==> config.mk <==
export PLATFORM = sky130hd
export DESIGN_NAME = bulk_logic_seq
export DESIGN_NICKNAME = d
export VERILOG_FILES = /design/src/rtl/bulk_logic_seq.sv
export SDC_FILE = /design/constraint.sdc
export NUM_CORES = 1
export LEC_CHECK = 0
export BUFFER_PORTS_ARGS = -buffer_cell sky130_fd_sc_hd__buf_2
export CAP_MARGIN = 30
export CELL_PAD_IN_SITES_DETAIL_PLACEMENT = 2
export CELL_PAD_IN_SITES_GLOBAL_PLACEMENT = 2
export CORE_MARGIN = 3
export CORE_UTILIZATION = 33
export DETAILED_ROUTE_END_ITERATION = 6
export PLACE_DENSITY_LB_ADDON = 0.1
export SYNTH_ARGS = -nofsm -noshare
export SYNTH_HDL_FRONTEND = slang
export SYNTH_SLANG_ARGS = --single-unit
export TNS_END_PERCENT = 100
==> constraint.sdc <==
create_clock -name clk -period 3.1 [get_ports clk]
set_input_delay 0.62 -clock clk [delete_from_list [all_inputs] [get_ports clk]]
set_output_delay 0.62 -clock clk [all_outputs]
set_load 0.1 [all_outputs]
==> src/rtl/bulk_logic_seq.sv <==
module bulk_logic_seq #(
  parameter int ROW_W = 10,
  parameter int T_ACT = 7,
  parameter int T_PRE = 3,
  parameter int CNT_W = 8
) (
  input  logic             clk,
  input  logic             rst_n,
  input  logic             req_valid,
  output logic             req_ready,
  input  logic             req_op,
  input  logic             req_mode,
  input  logic [ROW_W-1:0] req_src_a,
  input  logic [ROW_W-1:0] req_src_b,
  input  logic [ROW_W-1:0] req_dst,
  output logic             cmd_valid,
  output logic [1:0]       cmd_kind,
  output logic [ROW_W-1:0] cmd_row,
  output logic             done
);
  localparam int ROWS = 1 << ROW_W;
  localparam logic [ROW_W-1:0] ROW_D1   = ROW_W'(ROWS - 5);
  localparam logic [ROW_W-1:0] ROW_D2   = ROW_W'(ROWS - 4);
  localparam logic [ROW_W-1:0] ROW_D3   = ROW_W'(ROWS - 3);
  localparam logic [ROW_W-1:0] ROW_ZERO = ROW_W'(ROWS - 2);
  localparam logic [ROW_W-1:0] ROW_ONE  = ROW_W'(ROWS - 1);
  localparam logic [1:0] K_ACT = 2'd0, K_TRI = 2'd1, K_PRE = 2'd2;
  localparam logic [1:0] PH_OPEN1 = 2'd0, PH_OPEN2 = 2'd1, PH_CLOSED = 2'd2;
  localparam logic [CNT_W-1:0] CONS_GAP = CNT_W'(T_ACT - 1);
  localparam logic [CNT_W-1:0] AGGR_GAP2 = CNT_W'(T_ACT - 2);
  localparam logic [CNT_W-1:0] PRE_GAP = CNT_W'(T_PRE - 1);

  logic             busy, op_q, mode_q;
  logic [1:0]       step, phase;
  logic [CNT_W-1:0] cnt;
  logic [ROW_W-1:0] a_q, b_q, c_q;
  logic [ROW_W-1:0] dst_row, nxt_src;
  logic [1:0]       nxt_step;
  logic [CNT_W-1:0] gap1, gap2;

  assign req_ready = !busy;
  assign nxt_step  = step + 2'd1;
  assign gap1 = mode_q ? '0 : CONS_GAP;
  assign gap2 = mode_q ? AGGR_GAP2 : CONS_GAP;

  always_comb begin
    case (step)
      2'd0:    dst_row = ROW_D1;
      2'd1:    dst_row = ROW_D2;
      2'd2:    dst_row = ROW_D3;
      default: dst_row = c_q;
    endcase
    case (nxt_step)
      2'd1:    nxt_src = b_q;
      2'd2:    nxt_src = op_q ? ROW_ONE : ROW_ZERO;
      default: nxt_src = ROW_D1;
    endcase
  end

  always_ff @(posedge clk) begin
    if (!rst_n) begin
      busy      <= 1'b0;
      op_q      <= 1'b0;
      mode_q    <= 1'b0;
      step      <= '0;
      phase     <= PH_OPEN1;
      cnt       <= '0;
      a_q       <= '0;
      b_q       <= '0;
      c_q       <= '0;
      cmd_valid <= 1'b0;
      cmd_kind  <= K_ACT;
      cmd_row   <= '0;
      done      <= 1'b0;
    end else begin
      cmd_valid <= 1'b0;
      done      <= 1'b0;
      if (!busy) begin
        if (req_valid) begin
          busy      <= 1'b1;
          op_q      <= req_op;
          mode_q    <= req_mode;
          a_q       <= req_src_a;
          b_q       <= req_src_b;
          c_q       <= req_dst;
          step      <= 2'd0;
          phase     <= PH_OPEN1;
          cnt       <= req_mode ? '0 : CONS_GAP;
          cmd_valid <= 1'b1;
          cmd_kind  <= K_ACT;
          cmd_row   <= req_src_a;
        end
      end else if (cnt != '0) begin
        cnt <= cnt - 1'b1;
      end else begin
        case (phase)
          PH_OPEN1: begin
            cmd_valid <= 1'b1;
            cmd_kind  <= K_ACT;
            cmd_row   <= dst_row;
            phase     <= PH_OPEN2;
            cnt       <= gap2;
          end
          PH_OPEN2: begin
            cmd_valid <= 1'b1;
            cmd_kind  <= K_PRE;
            cmd_row   <= '0;
            phase     <= PH_CLOSED;
            cnt       <= PRE_GAP;
          end
          default: begin
            if (step == 2'd3) begin
              done <= 1'b1;
              busy <= 1'b0;
            end else begin
              step      <= nxt_step;
              phase     <= PH_OPEN1;
              cnt       <= gap1;
              cmd_valid <= 1'b1;
              cmd_kind  <= (nxt_step == 2'd3) ? K_TRI : K_ACT;
              cmd_row   <= nxt_src;
            end
          end
        endcase
      end
    end
  end
endmodule

==> flow_metrics.py <==
metrics = {
    "placed_design": {
        "place_congestion": 0.755,
        "post-place-ws_ns": 0.874,
        "dp.final_hpwl_mm": 5.07,
        "port-buffer-count": 49,
    },
    "route": {
        "wl_mm": 7.11,
        "drc": 0,
        "drt_iter0_drc": 63,
        "antenna_left": 0,
        "drt-pass1-iter-count": 4,
        "via_per_inst": 5.18,
        "route.vias.total": 2177,
        "wl_per_cell_um": 16.9,
    },
    "cts": {
        "clkLatencyLatePin_ns": 0.31,
        "cts_max_level": 2,
        "hold_buffers": 0,
        "cts.repair.resized": 0,
        "numCtsBuffers": 5,
        "cts_sinks": 48,
        "cts_tree": "done",
        "clk_path_buf_depth": 2,
        "clkTransAtPathRegs_ns": 0.09,
        "cts_setup_buffers": 0,
        "root_buffer": "clkbuf_8",
    },
    "floorplan": {
        "die-area_mm2": 0.00808,
        "io_pins": 50,
        "die_w_um": 89.9,
        "fp.dieH_um": 89.9,
        "start_util_pct": 35.3,
        "core-area_mm2": 0.00657,
        "rows": 29,
    },
    "critical_path": {
        "critical_path_class": "reg -> out",
        "required_ns": 2.48,
        "cp-start-kind": "flip-flop",
        "cp.arrival_ns": 1.87,
        "crit_slowest_cell": "dfxtp_1",
        "critPathMaxFanout": 15,
        "path_cells": "inv_1 > buf_2",
        "critPathCaptureType": "output port",
        "max_stage_delay_ns": 0.71,
    },
    "logic_synthesis": {
        "yosysTopAreaCell": "dfxtp_1",
        "synthesis.nets": 330,
        "synth_top_cells_by_area": "dfxtp_1, nand2_1, a21oi_1",
        "synth-edff-count": 0,
        "synth_ff_type": "dfxtp_1",
        "synth_cell_type_count": 43,
        "synth_top_area_share_pct": 41.4,
        "syn_area_mm2": 0.00232,
        "synth-seq-cells": 48,
        "avgSynthCellArea_um2": 8.09,
        "yosys_warnings": 0,
        "synth_common_cells": "nand2_1, dfxtp_1, a21oi_1, nor2_1",
        "yosysSeqAreaShare_pct": 41.4,
        "synth_cells": 287,
        "async_flop_share_pct": 0,
        "yosysMostFrequentCell": "nand2_1",
    },
    "sta": {
        "fin_crit_ns": 2.49,
        "clock.fmax_mhz": 401,
        "worst_pin_slew_ns": 0.798,
        "finalCritPeriodShare_pct": 80.5,
        "fin_ws_ns": 0.606,
        "max-slew-margin-rel_pct": 46.7,
        "rsz0062_at_grt": "no",
        "hold_violations": 0,
        "tns_ns": 0,
        "hold-worst-slack_ns": 0.455,
        "finalSetupViolCount": 0,
        "finalClockSkew_ns": 0.0102,
        "drv_slew": 0,
    },
    "cells_and_area": {
        "nFillCells": 772,
        "nNetsFinal": 369,
        "synthToLayoutAreaGrowth_pct": 16.8,
        "drive_above_1_share_pct": 21.4,
        "final_util_pct": 41.3,
        "diodes": 0,
    },
    "pwr": {
        "p_sw_share_pct": 35.3,
        "clkPwrFrac_pct": 30.1,
        "p_leak_nw": 1.11,
        "powerDensity_mw_per_mm2": 597,
        "combPwrFrac_pct": 26.2,
        "finalPower_mw": 1.62,
        "power_switching_mw": 0.572,
        "internal_power_mw": 1.05,
        "pwr-share-seq_pct": 43.7,
        "ir_drop_mv": 0.203,
    },
    "status": {
        "status": "completed",
    },
    "grt": {
        "grt_pass1_vias": 2309,
        "grt_max_degree": 23,
        "antenna_found_initial": 0,
        "grt-ovfl-total": 0,
        "grt_use_total_pct": 18.2,
        "grt_pass1_wl_mm": 12.0,
    },
    "flow_run": {
        "max_cap_viol_count": 0,
    },
    "worst_hold_path": {
        "hp-class": "reg -> reg",
    },
}
## cells by family (layout without fill, tap and decap cells)
group	Yosys count	after routing	synth area share, %
fa+ha+maj	8	8	4.31
mux	6	6	2.80
xor+xnor	1	1	0.377
buf+inv	34	74	7.49
simple gates	108	108	22.0
compound gates	82	82	21.6
flops	48	48	41.4
## area by class of cell
class | instances | area (um^2) | area share [%]
Sequential cell | 48 | 961 | 35.4
Timing Repair Buffer | 53 | 275 | 10.2
Clock buffer | 6 | 82.6 | 3.05
Clock inverter | 2 | 38.8 | 1.43
Multi-Input combinational cell | 205 | 1190 | 43.8
Inverter | 13 | 48.8 | 1.80
Tap cell | 93 | 116 | 4.29
## layer usage
metal	vias up	wire [um]	GRT usage, %
met3	6	352	3.09
met2	58	3270	30.4
met4	0	78	4.97
met1	1037	3410	24.2
met5	-	0	0
li1	1076	-	-
## power by group through the flow
stage                     Clock, mW  Sequential, mW  Combinational, mW
after floorplan                   0           0.838              0.214
after global placement            0           0.720              0.412
after detailed placement          0           0.721              0.419
after CTS                     0.503           0.708              0.426
after global routing          0.529           0.717              0.462
final                         0.488           0.707              0.425
## cell usage in the layout, fill, tap and decap left out, types with 2 or more instances in the layout
cell       Yosys  layout
nand2b_1       2       2
nand3_1        2       2
nor3b_1        2       2
o221ai_1       7       7
inv_1         13      13
a31oi_1       10      10
nand2_1       63      63
ha_1           8       8
a311oi_1       2       2
dfxtp_1       48      48
or3_1          6       6
nor2_1        17      17
buf_4          2       4
and3_1         2       2
nand3b_1       2       2
a21oi_1       40      40
o21ai_0       13      13
nand4_1        4       4
mux2i_1        2       2
clkbuf_8       0       6
mux2_2         3       3
o2bb2ai_1      2       2
buf_2          1      49
## path summary, 6_finish.rpt
| kind | endpoint | slack [ns] | cells past startpoint | start |
|---|---|---|---|---|
| setup / recovery | req_ready | 0.61 | 2 | busy$_SDFF_PN0_ |
| hold reg to reg | c_q[0]$_SDFFE_PN0P_ | 0.45 | 2 | c_q[0]$_SDFFE_PN0P_ |
| hold / removal | c_q[0]$_SDFFE_PN0P_ | 0.45 | 2 | c_q[0]$_SDFFE_PN0P_ |
| setup reg to reg | cnt[1]$_SDFFE_PN0P_ | 0.76 | 6 | cnt[0]$_SDFFE_PN0P_ |
## state kept, by name, indices dropped and copies added (netlist names)
signal / flops
b_q: 10
busy: 1
c_q: 10
cmd_kind: 1
cmd_row: 10
cmd_valid: 1
cnt: 8
done: 1
mode_q: 1
op_q: 1
phase: 2
step: 2
## worst max-delay path, delay by kind of cell, from the launching register on
family                 cells  cell delay [ns]
buffers and inverters      2             0.85
flip-flops                 1             0.71
## per-stage QoR
| step | cells | instance area (um^2) |
|---|---|---|
| CTS | 420 | 2710 |
| global route | 420 | 2710 |
| detailed placement | 412 | 2590 |
| floorplan | 287 | 2320 |
| global placement | 412 | 2590 |
| finish | 420 | 2710 |
(Power assumes the default switching activity.)
